File: src/rtl/ps_div_pkg.sv
package ps_div_pkg;
  localparam int unsigned BASE_LO = 5;
  localparam int unsigned BASE_HI = 10;
  localparam int unsigned PC_W    = $clog2(BASE_HI + 2);

  typedef enum logic {
    SEL_LOW  = 1'b0,
    SEL_HIGH = 1'b1
  } base_sel_e;
endpackage

File: src/rtl/ps_prescaler.sv
module ps_prescaler
  import ps_div_pkg::*;
(
  input  logic      clk,
  input  logic      rst,
  input  logic      idle,
  input  base_sel_e base,
  input  logic      swallow,
  output logic      tick
);
  logic [PC_W-1:0] pc_q;
  logic [PC_W-1:0] base_val;
  logic [PC_W-1:0] last_val;

  assign base_val = (base == SEL_HIGH) ? PC_W'(BASE_HI) : PC_W'(BASE_LO);
  assign last_val = base_val + PC_W'(swallow) - PC_W'(1);
  assign tick     = idle | (pc_q == last_val);

  always_ff @(posedge clk) begin
    if (rst || idle || tick) pc_q <= '0;
    else                     pc_q <= pc_q + PC_W'(1);
  end

  // the count never passes the current modulus
  assert_pc_bound_R1: assert property (@(posedge clk) disable iff (rst)
    !idle |-> (pc_q <= last_val));

  // the idle prescaler stays parked at zero
  assert_idle_parked_R6: assert property (@(posedge clk) disable iff (rst)
    idle |-> (pc_q == '0));

  // the modulus control changes only on a prescaler tick
  assert_mod_stable_R2: assert property (@(posedge clk) disable iff (rst)
    (!$past(rst) && !$past(tick)) |-> $stable(swallow));
endmodule

File: src/rtl/ps_chain_ctrl.sv
module ps_chain_ctrl
  import ps_div_pkg::*;
#(
  parameter int unsigned M_W = 9,
  parameter int unsigned A_W = 4
) (
  input  logic           clk,
  input  logic           rst,
  input  logic           pre_en_n,
  input  logic           base_sel,
  input  logic [M_W-1:0] main_m,
  input  logic [A_W-1:0] swallow_a,
  input  logic           tick,
  output logic           swallow,
  output base_sel_e      base,
  output logic           idle,
  output logic           end_p
);
  typedef struct packed {
    logic           bypass;
    base_sel_e      base;
    logic [M_W-1:0] m_lim;
    logic [A_W-1:0] a_lim;
  } cfg_t;

  cfg_t           cfg_q;
  logic [M_W-1:0] m_cnt_q;
  logic [A_W-1:0] a_cnt_q;

  assign idle    = cfg_q.bypass;
  assign base    = cfg_q.base;
  assign swallow = (a_cnt_q != cfg_q.a_lim);
  assign end_p   = tick && (m_cnt_q == cfg_q.m_lim);

  always_ff @(posedge clk) begin
    if (rst || end_p) begin
      m_cnt_q      <= '0;
      a_cnt_q      <= '0;
      cfg_q.bypass <= pre_en_n;
      cfg_q.base   <= base_sel ? SEL_HIGH : SEL_LOW;
      cfg_q.m_lim  <= main_m;
      cfg_q.a_lim  <= pre_en_n ? '0 : swallow_a;
    end else if (tick) begin
      m_cnt_q <= m_cnt_q + M_W'(1);
      if (swallow) a_cnt_q <= a_cnt_q + A_W'(1);
    end
  end

  // settings are held for the whole period
  assert_cfg_held_R5: assert property (@(posedge clk) disable iff (rst)
    !end_p |=> ($stable(cfg_q.m_lim) && $stable(cfg_q.a_lim) && $stable(cfg_q.base)
                && $stable(cfg_q.bypass)));

  // with A <= M every swallow is spent before the period closes
  assert_swallow_done_R1: assert property (@(posedge clk) disable iff (rst)
    (end_p && (int'(cfg_q.a_lim) <= int'(cfg_q.m_lim))) |-> (a_cnt_q == cfg_q.a_lim));

  // no back-to-back period ends for a legal M
  assert_single_end_R3: assert property (@(posedge clk) disable iff (rst)
    end_p |=> (!end_p || cfg_q.m_lim == '0));

  // bypass never swallows
  assert_bypass_noswallow_R6: assert property (@(posedge clk) disable iff (rst)
    idle |-> !swallow);
endmodule

File: src/rtl/pulse_swallow_divider.sv
module pulse_swallow_divider
  import ps_div_pkg::*;
#(
  parameter int unsigned M_W = 9,
  parameter int unsigned A_W = 4
) (
  input  logic           clk,
  input  logic           rst,
  input  logic           pre_en_n,
  input  logic           base_sel,
  input  logic [M_W-1:0] main_m,
  input  logic [A_W-1:0] swallow_a,
  output logic           fp_out
);
  logic      tick;
  logic      swallow;
  logic      idle;
  logic      end_p;
  base_sel_e base;

  ps_prescaler u_presc (
    .clk     (clk),
    .rst     (rst),
    .idle    (idle),
    .base    (base),
    .swallow (swallow),
    .tick    (tick)
  );

  ps_chain_ctrl #(.M_W(M_W), .A_W(A_W)) u_ctrl (
    .clk       (clk),
    .rst       (rst),
    .pre_en_n  (pre_en_n),
    .base_sel  (base_sel),
    .main_m    (main_m),
    .swallow_a (swallow_a),
    .tick      (tick),
    .swallow   (swallow),
    .base      (base),
    .idle      (idle),
    .end_p     (end_p)
  );

  always_ff @(posedge clk) begin
    if (rst) fp_out <= 1'b0;
    else     fp_out <= end_p;
  end

  // the output is quiet on the first cycle out of reset
  assert_reset_quiet_R4: assert property (@(posedge clk) disable iff (rst)
    $past(rst) |-> !fp_out);
endmodule

File: config.mk
export PLATFORM = sky130hd
export DESIGN_NAME = pulse_swallow_divider
export DESIGN_NICKNAME = d
export VERILOG_FILES = /design/src/rtl/ps_div_pkg.sv /design/src/rtl/ps_prescaler.sv /design/src/rtl/ps_chain_ctrl.sv /design/src/rtl/pulse_swallow_divider.sv
export SDC_FILE = /design/constraint.sdc
export NUM_CORES = 1
export LEC_CHECK = 0
export BUFFER_PORTS_ARGS = -buffer_cell sky130_fd_sc_hd__clkbuf_2
export CELL_PAD_IN_SITES_DETAIL_PLACEMENT = 1
export CELL_PAD_IN_SITES_GLOBAL_PLACEMENT = 2
export CORE_MARGIN = 3
export CORE_UTILIZATION = 38
export DETAILED_ROUTE_END_ITERATION = 6
export PLACE_DENSITY_LB_ADDON = 0.1
export SKIP_CTS_REPAIR_TIMING = 1
export SLEW_MARGIN = 20
export SYNTH_ARGS = -nofsm -noshare
export SYNTH_HDL_FRONTEND = slang
export SYNTH_HIERARCHICAL = 1
export SYNTH_SLANG_ARGS = --single-unit
File: constraint.sdc
create_clock -name clk -period 3.9 [get_ports clk]
set_input_delay 0.195 -clock clk [delete_from_list [all_inputs] [get_ports clk]]
set_output_delay 0.195 -clock clk [all_outputs]
set_load 0.01 [all_outputs]
After elaboration in Yosys (flattened, before gate mapping)
Cells that the tools add are included.
{ "classes": {"add_sub_neg": 5, "bitwise": 1, "reduce_logical": 5, "mux": 2, "eq_ne": 3} }
{ "op_table": {"columns": ["operator", "count"], "rows": [
  ["9-bit by 1-bit adder with 9-bit output, second input constant", 1],
  ["9-bit == test", 1],
  ["4-bit by 1-bit adder with 4-bit output, second input constant", 2],
  ["4-bit by 1-bit adder with 4-bit output", 1],
  ["4-bit == test", 1],
  ["4-bit two-way mux", 1],
  ["4-bit inequality test", 1],
  ["4-bit by 1-bit subtractor with 4-bit output, second input constant", 1],
  ["1-bit logical OR", 3],
  ["2-bit AND reduction", 1],
  ["1-bit logical AND", 1],
  ["1-bit two-way mux", 1],
  ["1-bit bitwise OR", 1]
]} }
{ "word_totals": {"reg_bits": 33, "in_bits": 17, "word_cells": 24} }

Logic depth before layout (Yosys ltp)
{ "logic_depth": {"ltp_word": 7, "mapped_depth": 12, "mapped_depth_nobuf": 11} }

Hierarchy
The synthesis kept the hierarchy.
{ "by_module_without_submodules": {"columns": ["mod", "cells_each", "area_per_inst_um2", "seq_area_each_um2", "n_inst"], "rows": [
  ["ps_chain_ctrl", 101, 1196.1, 710.7, 1],
  ["ps_prescaler", 22, 250.2, 80.1, 1],
  ["pulse_swallow_divider", 2, 33.8, 20.0, 1]
]} }

Worst setup path after synthesis
OpenSTA, ideal clock, no wires.
{ "synth_path": {"path_type": "flip-flop to flip-flop", "start": "register u_ctrl/cfg_q[2] (netlist name)", "end": "register u_ctrl/base (netlist name)", "synth_period_minus_slack_ns": 3.090, "setup_slack_ns": 0.810, "path_stages_with_launch": 12, "t_arrival_ns": 2.770, "path_cell_list": "edfxtp_1 -> xnor2_1 -> nand4_1 -> inv_1 -> ha_1 -> or3b_4 -> a2111oi_4 -> or2_1 -> buf_2 -> nand4_1 -> o31ai_4 -> buf_4"} }
{ "synth_between": {"elab_chain_cells": 7} }
{ "synth_lines": {"columns": ["item", "line_no", "text"], "rows": [
  ["start: declaration", "ps_chain_ctrl.sv:26", "cfg_t cfg_q;"],
  ["4-bit inequality test", "ps_chain_ctrl.sv:32", "assign swallow = (a_cnt_q != cfg_q.a_lim);"],
  ["via swallow", "pulse_swallow_divider.sv:16", "logic swallow;"],
  ["4-bit by 1-bit adder with 4-bit output", "ps_prescaler.sv:16", "assign last_val = base_val + PC_W'(swallow) - PC_W'(1);"],
  ["4-bit by 1-bit subtractor with 4-bit output", "ps_prescaler.sv:16", null],
  ["4-bit == test", "ps_prescaler.sv:17", "assign tick = idle | (pc_q == last_val);"],
  ["1-bit bitwise OR", "ps_prescaler.sv:17", null],
  ["via tick", "pulse_swallow_divider.sv:15", "logic tick;"],
  ["1-bit logical AND", "ps_chain_ctrl.sv:33", "assign end_p = tick && (m_cnt_q == cfg_q.m_lim);"],
  ["1-bit logical OR", "ps_chain_ctrl.sv:36", "if (rst || end_p) begin"]
]} }
The timed path passes the listed nets, and every way through them passes these cells.
A chain may end at the register's enable or synchronous reset.

Final worst setup path
{ "layout_path": {"start": "register u_ctrl/cfg_q[0] (netlist name)", "end": "register u_ctrl/cfg_q[3] (netlist name) (enable)"} }
{ "layout_between": {"elab_chain_cells": 7} }
{ "layout_lines": {"columns": ["item", "line_no"], "rows": [
  ["4-bit inequality test", "ps_chain_ctrl.sv:32"],
  ["via swallow", "pulse_swallow_divider.sv:16"],
  ["4-bit by 1-bit adder with 4-bit output", "ps_prescaler.sv:16"],
  ["4-bit by 1-bit subtractor with 4-bit output", "ps_prescaler.sv:16"],
  ["4-bit == test", "ps_prescaler.sv:17"],
  ["1-bit bitwise OR", "ps_prescaler.sv:17"],
  ["via tick", "pulse_swallow_divider.sv:15"],
  ["1-bit logical AND", "ps_chain_ctrl.sv:33"],
  ["1-bit logical OR", "ps_chain_ctrl.sv:36"]
]} }
The timed path passes the listed nets, and every way through them passes these cells.

==> run metrics <==
count of cell types in the netlist 30; Final Cycle Share between 80% and 90%; r2r endpoint u_ctrl/cfg_q[3]; largest family of logic cells by synthesized area XOR/XNOR gates; sequential group share of total power 56.8%; Critical-path top delay cell a2111oi_4; Int Power 0.534 mW; critical-path maximum fanout 26; cell family with most CP delay simple AND/OR/NAND/NOR gates; Synth Area in Adders 4.23%; Worst Tran Pin Value 0.368 ns; CP peak stage delay 0.45 ns; Cell Area, Synth 1480 um2; number of diodes 0; Synth Area in XOR/XNOR 16.0%; Synth Area in Compound Gates 6.42%; Slew HR 75.4%; Die Y 68.4 um; CP most frequent cell nand4_1; mux cell area share after synthesis 0.676%; commonest register cell after synthesis dfxtp_1; Root Buffer Master clkbuf_8; TritonCTS clock tree yes; CP Class reg2reg; met2 Track Usage GR ~17%; Simple-Gate Fraction of Synth Area 15.8%; final hold violation count 0; Final Cell Area 1710 um2; register clock-pin slew on the reported worst setup and hold paths 0.06 ns; number of synthesized flops with an enable pin 15; num ports 18; Setup Skew 0.00524 ns; Post-synth ARST share 0%; Avg Inst Size Synth 11.8 um2; Power Density 408 nW/um2; GRT overflow 0; Routed WL 2410 um; Site Rows 22; Crit path buffers/inverters 2; RSZ-0062 raised after global routing false; switching power 0.161 mW; PnR Total Power 0.696 mW; via total after detailed routing 935; dpl hpwl 1860 um; flop2flop setup slack 0.77 ns; crit-path cells xnor2_1 -> nand4_1 -> inv_1 -> ha_1 -> or3b_4 -> a2111oi_4 -> or2_1 -> nand4_1 -> o31ai_4 -> buf_4; syn_nets 147; initial antenna violation count 0; Port Buf Inserts 17; P_leak 0.625 nW; peak supply drop 0.000322 V; synthesis-to-finish area growth 15.2%; vias in the first global route 873; clk sinks 33; met3 Resource Use GR 4.11%; register area share after synthesis a little over half; largest net degree at the start of global routing 27; CTS H-Tree Depth 2; WP data arrival 3.07 ns; Initial DRC Count 41; Reg-to-Reg Start u_ctrl/cfg_q[0]; Placed Instance Area 1620 um2; clock power share 33.2%; Hold Path Origin main_m[6]; Yosys warning total 6; Die X 68.4 um; drt first pass iters 4; Critical Path RT 3.85 ns; Fin Setup TNS 0 ns; Final Max Slew Viols 0; Synth Instances 125; vias per cell 4.75; CP Launch Type flip-flop; max capacitance violation total 0; Max Fclk 0.320 GHz; Core Area 3720 um2; # fillers 414; worst skew pair latency around 0.27 ns; Hold Path Depth 1; Worst path depth 10; WL/cell around 12 um; sw frac 23.2%; Setup violations, final 0; met1 usage roughly 17%; CTS max path bufs 2; Final ANT Viol Nets 0; TritonCTS buffer count 5; die area 4680 um2; routability cong. 0.721; flops & latches, synth 33; Top Usage Layer GRT met2; Final #Nets 170; Tmin final ~3.1 ns; Setup crit end u_ctrl/cfg_q[3]; first-pass GRT wire length 4110 um; starting density of the core 39.8%; crit path launch u_ctrl/cfg_q[0]; status complete, no violations; Reg2Reg Depth 10; total track usage 12.2%; Hold Path Class in2reg; share of layout cells above drive strength 1 20.1%; CP endpoint kind flip-flop; combinational power share 10.0%; Remaining DRCs 0
registers in the layout (all words and copies together), names as in the netlist:
name and cells:
u_presc/pc_q 4, u_ctrl/m_cnt_q 9, u_ctrl/a_cnt_q 4, fp_out 1
u_ctrl/idle 1, u_ctrl/cfg_q 13, u_ctrl/base 1
area by class of cell:
cell class	count	area, um2	share of cell area, %
clock buffer	5	68.8	4.04
sequential	33	811	47.5
clock inverter	3	12.5	0.734
multi-input combinational	85	638	37.4
timing repair buffer	19	100	5.87
inverter	4	15.0	0.880
tap	48	60.1	3.52
worst register-to-register path, stage by stage, from the launching register on:
cell       delay, ns
edfxtp_1        0.39
xnor2_1         0.15
nand4_1         0.15
inv_1           0.06
ha_1            0.21
or3b_4          0.41
a2111oi_4       0.45
or2_1           0.18
nand4_1         0.15
o31ai_4         0.30
buf_4           0.35
through the flow:
| step | setup WS, ns | utilization [%] | hold slack (ns) | std cells |
|---|---|---|---|---|
| after global placement | 0.812 | 43.7 | 0.373 | 189 |
| after floorplan | 0.810 | - | 0.259 | 125 |
| final | 0.772 | 45.9 | 0.0943 | 197 |
| after global routing | 0.541 | 45.9 | 0.0838 | 197 |
| after CTS | 0.729 | 45.9 | 0.0817 | 197 |
| after detailed placement | 0.738 | 43.7 | 0.375 | 189 |
layer usage:
layer,up-vias,share of wire (%)
met3,5,4.0
met4,0,1.4
li1,483,-
met1,429,53
met2,18,41
met5,-,0
worst min path at each step:
stage	end	slack, ns
finish	u_ctrl/cfg_q[10]	0.09
CTS	u_ctrl/base	0.08
global route	u_ctrl/cfg_q[8]	0.08
floorplan	fp_out	0.26
global placement	u_ctrl/cfg_q[4]	0.37
detailed placement	u_ctrl/cfg_q[10]	0.37
logic make-up (layout without fill, tap and decap cells):
family / Yosys count / after routing
AO/OA/AOI/OAI: 9 / 9
XOR/XNOR: 27 / 27
adder cells (fa/ha/maj): 5 / 5
buffers and inverters: 7 / 31
flip-flops: 33 / 33
multiplexers: 1 / 1
AND/OR/NAND/NOR: 43 / 43
cells in the mapped netlist (2+ instances only):
library cell | n | area, um2
a21oi_1 | 2 | 10.0
dfxtp_1 | 18 | 360
edfxtp_1 | 15 | 450
ha_1 | 5 | 62.6
inv_1 | 4 | 15.0
nand2_1 | 5 | 18.8
nand3_1 | 3 | 15.0
nand4_1 | 7 | 43.8
nor2_1 | 13 | 48.8
nor2b_1 | 4 | 25.0
nor4_1 | 3 | 18.8
o21ai_0 | 2 | 10.0
or3_1 | 2 | 12.5
xnor2_1 | 19 | 166
xor2_1 | 8 | 70.1
power groups by stage:
stage	clock (mW)	combinational (mW)	sequential, mW
after floorplan	0	0.0516	0.399
after global placement	0	0.0687	0.402
after detailed placement	0	0.0707	0.403
after CTS	0.243	0.0711	0.396
after global routing	0.258	0.0798	0.397
final	0.231	0.0695	0.395
placed cells by master, fill, tap and decap left out, types with 5 or more instances in the layout:
cell / instances
nand2_1: 5
dfxtp_1: 18
xnor2_1: 19
xor2_1: 8
clkbuf_2: 17
nand4_1: 7
ha_1: 5
nor2_1: 13
clkbuf_8: 5
edfxtp_1: 15
Note: power is estimated with default switching activity, not from simulation.
